File: src/rtl/crc24_unit.sv
module crc24_unit #(
  parameter int W = 24,
  parameter logic [W-1:0] POLY_A = 24'h864CFB,
  parameter logic [W-1:0] POLY_B = 24'h800063
) (
  input  logic clk,
  input  logic rst_n,
  input  logic mode,
  input  logic poly_sel,
  input  logic in_valid,
  output logic in_ready,
  input  logic in_bit,
  input  logic in_sop,
  input  logic in_eop,
  output logic out_valid,
  input  logic out_ready,
  output logic out_bit,
  output logic out_sop,
  output logic out_eop,
  output logic chk_done,
  output logic chk_fail
);
  localparam int CW = $clog2(W + 1);

  logic          in_blk, app, chk_r, sel_r, first_pend;
  logic [W-1:0]  crc, dly;
  logic [CW-1:0] cnt, fill;

  wire           chk       = in_blk ? chk_r : mode;
  wire           sel       = in_blk ? sel_r : poly_sel;
  wire [W-1:0]   crc_base  = in_blk ? crc : '0;
  wire [CW-1:0]  fill_base = in_blk ? fill : '0;
  wire           full      = (fill_base == CW'(W));
  wire [W-1:0]   poly      = sel ? POLY_B : POLY_A;
  wire           fb        = crc_base[W-1] ^ in_bit;
  wire [W-1:0]   crc_step  = {crc_base[W-2:0], 1'b0} ^ (fb ? poly : '0);
  wire           take      = in_valid && in_ready;

  always_comb begin
    if (app) begin
      out_valid = 1'b1;
      out_bit   = crc[W-1];
      out_sop   = 1'b0;
      out_eop   = (cnt == CW'(1));
      in_ready  = 1'b0;
    end else if (chk) begin
      out_valid = in_valid && full;
      out_bit   = dly[W-1];
      out_sop   = first_pend;
      out_eop   = in_eop;
      in_ready  = full ? out_ready : 1'b1;
    end else begin
      out_valid = in_valid;
      out_bit   = in_bit;
      out_sop   = in_sop;
      out_eop   = 1'b0;
      in_ready  = out_ready;
    end
  end

  assign chk_done = !app && chk && in_valid && full && in_eop;
  assign chk_fail = chk_done && (crc_step != '0);

  always_ff @(posedge clk or negedge rst_n) begin
    if (!rst_n) begin
      in_blk     <= 1'b0;
      app        <= 1'b0;
      chk_r      <= 1'b0;
      sel_r      <= 1'b0;
      first_pend <= 1'b0;
      crc        <= '0;
      dly        <= '0;
      cnt        <= '0;
      fill       <= '0;
    end else if (app) begin
      if (out_ready) begin
        crc <= {crc[W-2:0], 1'b0};
        cnt <= cnt - CW'(1);
        if (cnt == CW'(1)) app <= 1'b0;
      end
    end else if (take) begin
      crc    <= crc_step;
      in_blk <= !in_eop;
      chk_r  <= chk;
      sel_r  <= sel;
      if (chk) begin
        dly        <= {dly[W-2:0], in_bit};
        fill       <= full ? fill_base : fill_base + CW'(1);
        first_pend <= full ? 1'b0 : (in_blk ? first_pend : 1'b1);
      end else if (in_eop) begin
        app <= 1'b1;
        cnt <= CW'(W);
      end
    end
  end

  assert_append_stall_R8: assert property (@(posedge clk) disable iff (!rst_n)
    app && !out_ready |=> app && $stable(out_bit) && $stable(out_eop));

  assert_append_blocks_input_R3: assert property (@(posedge clk) disable iff (!rst_n)
    app |-> !in_ready);

  assert_done_on_last_R6: assert property (@(posedge clk) disable iff (!rst_n)
    chk_done |-> out_valid && out_eop);

  assert_fail_needs_done_R7: assert property (@(posedge clk) disable iff (!rst_n)
    chk_fail |-> chk_done);

  assert_parity_end_R3: assert property (@(posedge clk) disable iff (!rst_n)
    app && out_ready && out_eop |=> !app);

  assert_check_holds_output_R5: assert property (@(posedge clk) disable iff (!rst_n)
    in_blk && chk_r && out_valid && !out_ready |=> $stable(out_bit));

endmodule

File: config.mk
export PLATFORM = sky130hd
export DESIGN_NAME = crc24_unit
export DESIGN_NICKNAME = d
export VERILOG_FILES = /design/src/rtl/crc24_unit.sv
export SDC_FILE = /design/constraint.sdc
export NUM_CORES = 1
export LEC_CHECK = 0
export ABC_CLOCK_PERIOD_IN_PS = 3500
export BUFFER_PORTS_ARGS = -buffer_cell sky130_fd_sc_hd__buf_2
export CAP_MARGIN = 15
export CORE_MARGIN = 2
export CORE_UTILIZATION = 43
export CTS_BUF_LIST = sky130_fd_sc_hd__clkbuf_16
export DETAILED_ROUTE_END_ITERATION = 6
export HOLD_SLACK_MARGIN = 0.02
export PLACE_DENSITY = 0.58
export SYNTH_ARGS = -nofsm -noshare
export SYNTH_HDL_FRONTEND = slang
export SYNTH_SLANG_ARGS = --single-unit
File: constraint.sdc
create_clock -name clk -period 3.5 [get_ports clk]
set_input_delay 0.7 -clock clk [delete_from_list [all_inputs] [get_ports clk]]
set_output_delay 0.7 -clock clk [all_outputs]
set_load 0.01 [all_outputs]
* Word-level counts from Yosys, hierarchy flattened
Cells that the tools add are included.
** Word-level totals
- Flip-flop bits (word level) :: 63
- Input bits :: 9
- Output and inout bits :: 7
- Logic and storage cells :: 70
** Operators by class
- $add $sub $neg :: 2
- Equality and inequality tests :: 5
- Multiplexer cells :: 34
- Bitwise logic cells :: 3
- Reduce and logical (&&, ||, !) cells :: 17
** Operators with widths (count)
- 2-to-1 mux 24 bit :: 5
- 2-to-1 mux 5 bit :: 7
- nonzero test 24 bit :: 1
- XOR 24 bit :: 1
- 2-to-1 mux 1 bit :: 21
- 2-to-1 mux 19 bit :: 1
- AND reduction 4 bit :: 2
- logical AND 1 bit :: 7
- adder 5 x 1 -> 5 bit (second input constant) :: 1
- equality test 5 x 1 -> 1 bit (second input constant) :: 1
- equality test 5 bit (second input constant) :: 1
- subtractor 5 x 1 -> 5 bit (second input constant) :: 1
- != test 2 bit (second input constant) :: 2
- AND reduction 2 bit :: 2
- nonzero test 2 bit :: 2
- AND reduction 3 bit :: 1
- zero test 1 bit :: 2
- != test 2 x 1 -> 1 bit (second input constant) :: 1
- inverter 1 bit :: 1
- XOR 1 bit :: 1

* Logic depth before layout (Yosys ltp)
- Word-level depth :: 8
- Mapped depth :: 10
- Gate-level depth less buffers :: 7

* Worst setup path after synthesis
OpenSTA, ideal clock, no wires.
- Path type :: reg-to-output
- Start point :: register in_blk
- End point :: output port chk_fail
- Arrival time :: 1986 ps
- Required time :: 2800 ps
- Setup slack :: 814 ps
- Cell stages (with the launch flop) :: 10
- Path buffers :: 3
- Cell sequence :: dfrtp_1 -> buf_4 -> buf_2 -> buf_1 -> nand2_1 -> ha_1 -> and4b_1 -> nand2_1 -> nor3_1 -> o31a_1
** On the way
- Word-level cells in the longest chain between the ends :: 6
- Elaborated cells between the ends (all ways) :: 15
** Ends and longest elaborated chain
- start, declared :: line 25 : logic in_blk, app, chk_r, sel_r, first_pend;
- start signal, assigned :: line 83 : in_blk <= !in_eop;
- parallel branches: the longest is 3 deep, another holds 2-to-1 mux 5 bit
- logical AND 1 bit * (2 in a row) :: line 61 : assign chk_done = !app && chk && in_valid && full && in_eop;
- net chk_done :: line 20 : output logic chk_done,
- logical AND 1 bit * :: line 62 : assign chk_fail = chk_done && (crc_step != '0);
- end, declared :: line 21 : output logic chk_fail
Mark *: on every way through the listed nets, which the timed path passes.

* Final worst setup path
- Start point :: register in_blk
- End point :: output port chk_fail
** On the way
- Word-level cells in the longest chain between the ends :: 6
- Elaborated cells between the ends (all ways) :: 15
** Ends and longest elaborated chain
- 2-to-1 mux 24 bit (tied with other cells) :: line 31 : wire [W-1:0] crc_base = in_blk ? crc : '0;
- XOR 1 bit (tied with other cells) :: line 35 : wire fb = crc_base[W-1] ^ in_bit;
- 2-to-1 mux 24 bit / logical AND 1 bit (equally long branches) :: line 36, 61
- XOR 24 bit / logical AND 1 bit (equally long branches) :: line 36, 61
- nonzero test 24 bit / logical AND 1 bit (equally long branches) :: line 62, 61
- logical AND 1 bit * :: line 62
Every way passes the cells marked *; elsewhere a longest branch is shown, timed or not.

==> impl_metrics.env <==
export IMPL_status="complete, no violations"
export IMPL_drt_initial_drc_count=106
export IMPL_placed_area_mm2=0.003400
export IMPL_yosys_area_top_type="dfrtp_1"
export IMPL_startpoint_type="register"
export IMPL_tns_ps=0
export IMPL_ios=16
export IMPL_drc_errors=0
export IMPL_grt_ovfl_total=0
export IMPL_n_fill_cell=687
export IMPL_dp_cells=408
export IMPL_cts_setup_buffers=0
export IMPL_ys_ff_latch=63
export IMPL_period_needed_ps=2917
export IMPL_cts_root_buf="clkbuf_16"
export IMPL_clkTransAtPathRegs_ps=60
export IMPL_num_antenna_cells=0
export IMPL_layout_drive_gt1_share=0.2554
export IMPL_grt_pass1_vias=2349
export IMPL_coreArea_mm2=0.007253
export IMPL_peakVddDrop_mv=0.4231
export IMPL_portBuffers=15
export IMPL_worstPathRequired_ps=2800
export IMPL_grt_max_degree=36
export IMPL_criticalPathCategory="register to primary output"
export IMPL_cp_num_buf_inv=2
export IMPL_tightest_slew_ps=812.3
export IMPL_syn2layout_area_growth_pct=14.81
export IMPL_layout_common_cells="dfrtp_1 (63), mux2_2 (38), nand2_1 (31), inv_1 (20)"
export IMPL_cp_end_kind="primary output"
export IMPL_max_freq_mhz=342.8
export IMPL_nNetsFinal=333
export IMPL_cp_slowest_cell="dfrtp_1"
export IMPL_antenna_found_initial=0
export IMPL_dieWidth_um=90.63
export IMPL_finalHoldViolations=0
export IMPL_gp_congestion=0.8505
export IMPL_cpPeakStageDelay_ps=460
export IMPL_p_total_mw=3.344
export IMPL_clk_latency_ps=320
export IMPL_finalSetupViolations=0
export IMPL_cp_top_family="compound AO/OA/AOI/OAI gates"
export IMPL_ant_nets=0
export IMPL_worstHoldPathType="input pin to asynchronous set/reset pin"
export IMPL_htree_levels=3
export IMPL_die_area_mm2=0.008213
export IMPL_synth_area_mm2=0.003227
export IMPL_yosys_warnings=0
export IMPL_crit_chain="buf_4 > and2_1 > o21ai_1 > a32oi_1 > o31a_1 > buf_2"
export IMPL_rows=31
export IMPL_final_cells=424
export IMPL_multiInputGateArea_mm2=0.001493
export IMPL_die_height_um=90.63
export IMPL_syn_nets=316
export IMPL_final_common_cell="dfrtp_1"
export IMPL_async_flop_share=1.000
export IMPL_rsz0062_at_grt="false"
export IMPL_yosysSeqAreaShare=0.4886
export IMPL_cts_resized=0
export IMPL_stdcell_area_mm2=0.003705
export IMPL_grt_pass1_wl_um=11210
export IMPL_cts_tree="built"
export IMPL_cap_viol_max_count=0
export IMPL_relSlewSlack=0.4585
export IMPL_fin_crit_sh=0.8336
export IMPL_path_max_fanout=21
export IMPL_vias=2265
export IMPL_synth_top_cell_area_share=0.4886
export IMPL_synth_edff_count=0
export IMPL_cts_made_buffers=9
export IMPL_cts_sinks=63
export IMPL_drt_vias_per_instance=5.342
export IMPL_synth_cell_types=50
export IMPL_p_leak_nw=1.707
export IMPL_seq_area_mm2=0.001577
export IMPL_initial_core_util=0.4449
export IMPL_hold_buffers=0
export IMPL_maxSlewViolCount=0
export IMPL_syn_area_per_cell_um2=10.65
export IMPL_wl_per_cell_um=14.88
export IMPL_wl_um=6309
export IMPL_arrival_ps=2220
export IMPL_grt_total_usage=0.1702
export IMPL_ys_flop_type="dfrtp_1"
export IMPL_clock_path_buffers=2
export IMPL_finalClockSkew_ps=4.964
export IMPL_synth_area_top_cells="dfrtp_1 (49%), mux2_2 (13%), mux2i_1 (4.7%)"
export IMPL_dr_pass1_iters=5
export IMPL_syn_inst=303
export IMPL_place_hpwl_um=4283
export IMPL_p_per_area_mw_per_mm2=902.7
## through the flow
step	setup slack, ps	util	hold WS, ps
final	582.5	0.5108	469.3
after global routing	476.7	0.5108	517.2
after CTS	592.5	0.5108	492.7
after detailed placement	670.1	0.4687	479.6
after global placement	679.1	0.4687	477.0
after floorplan	813.7	-	404.4
## cells in the mapped netlist (4+ instances only)
cell,count
dfrtp_1,63
mux2_2,38
nand2_1,31
inv_1,20
mux2i_1,15
o21ai_0,14
nand3_1,10
a211oi_1,9
a21oi_1,9
a31oi_1,9
nor2_1,9
buf_2,6
clkbuf_1,6
nor4_1,5
ha_1,4
nand2b_1,4
or4_1,4
## final timing paths
kind / depth (start not counted) / endpoint / slack, ps / startpoint
setup / recovery: 6 / chk_fail / 580 / in_blk
hold / removal: 1 / cnt[3] / 470 / rst_n
min in group clk: 1 / first_pend / 490 / first_pend
max in group asynchronous: 2 / dly[7] / 2310 / rst_n
setup reg to reg: 4 / dly[12] / 930 / in_blk
hold reg to reg: 1 / first_pend / 490 / first_pend
## flip-flops by register name, indices dropped and copies added (netlist names)
signal      count
first_pend      1
chk_r           1
dly            24
sel_r           1
cnt             5
crc            24
app             1
in_blk          1
fill            5
## power breakdown
part           internal (mW)  switching, mW  total (mW)
clock                  0.558          0.346       0.905
sequential             0.990          0.263        1.25
combinational          0.571          0.616        1.19
## layer usage
metal	GRT usage	routed length (µm)	up-vias
li1	-	-	1116
met1	0.2232	3115	1113
met2	0.2743	2915	31
met3	0.04925	218	5
met4	0.05000	59	0
met5	0	0	-
## layout make-up
cell class / instances / area share
clock buffers: 9 / 0.06079
multi-input cells: 203 / 0.4029
flip-flops and latches: 63 / 0.4255
repair buffers: 22 / 0.03445
clock inverters: 7 / 0.02161
well taps: 99 / 0.03343
inverters: 21 / 0.02128
## worst register-to-register path, cell delays in order, from the launching register on
cell and delay [ps]:
dfrtp_1 480, mux2i_1 610, a311o_1 630, buf_4 370, mux2_2 370
## kinds of logic (layout without fill, tap and decap cells)
logic type / Yosys count / count (layout) / synth area share
simple gates: 82 / 82 / 0.1322
xor+xnor: 4 / 4 / 0.01319
mux: 53 / 53 / 0.1791
buf+inv: 37 / 59 / 0.04885
compound gates: 60 / 60 / 0.1225
fa+ha+maj: 4 / 4 / 0.01551
flops: 63 / 63 / 0.4886
Power figures use the tool's default switching activity.
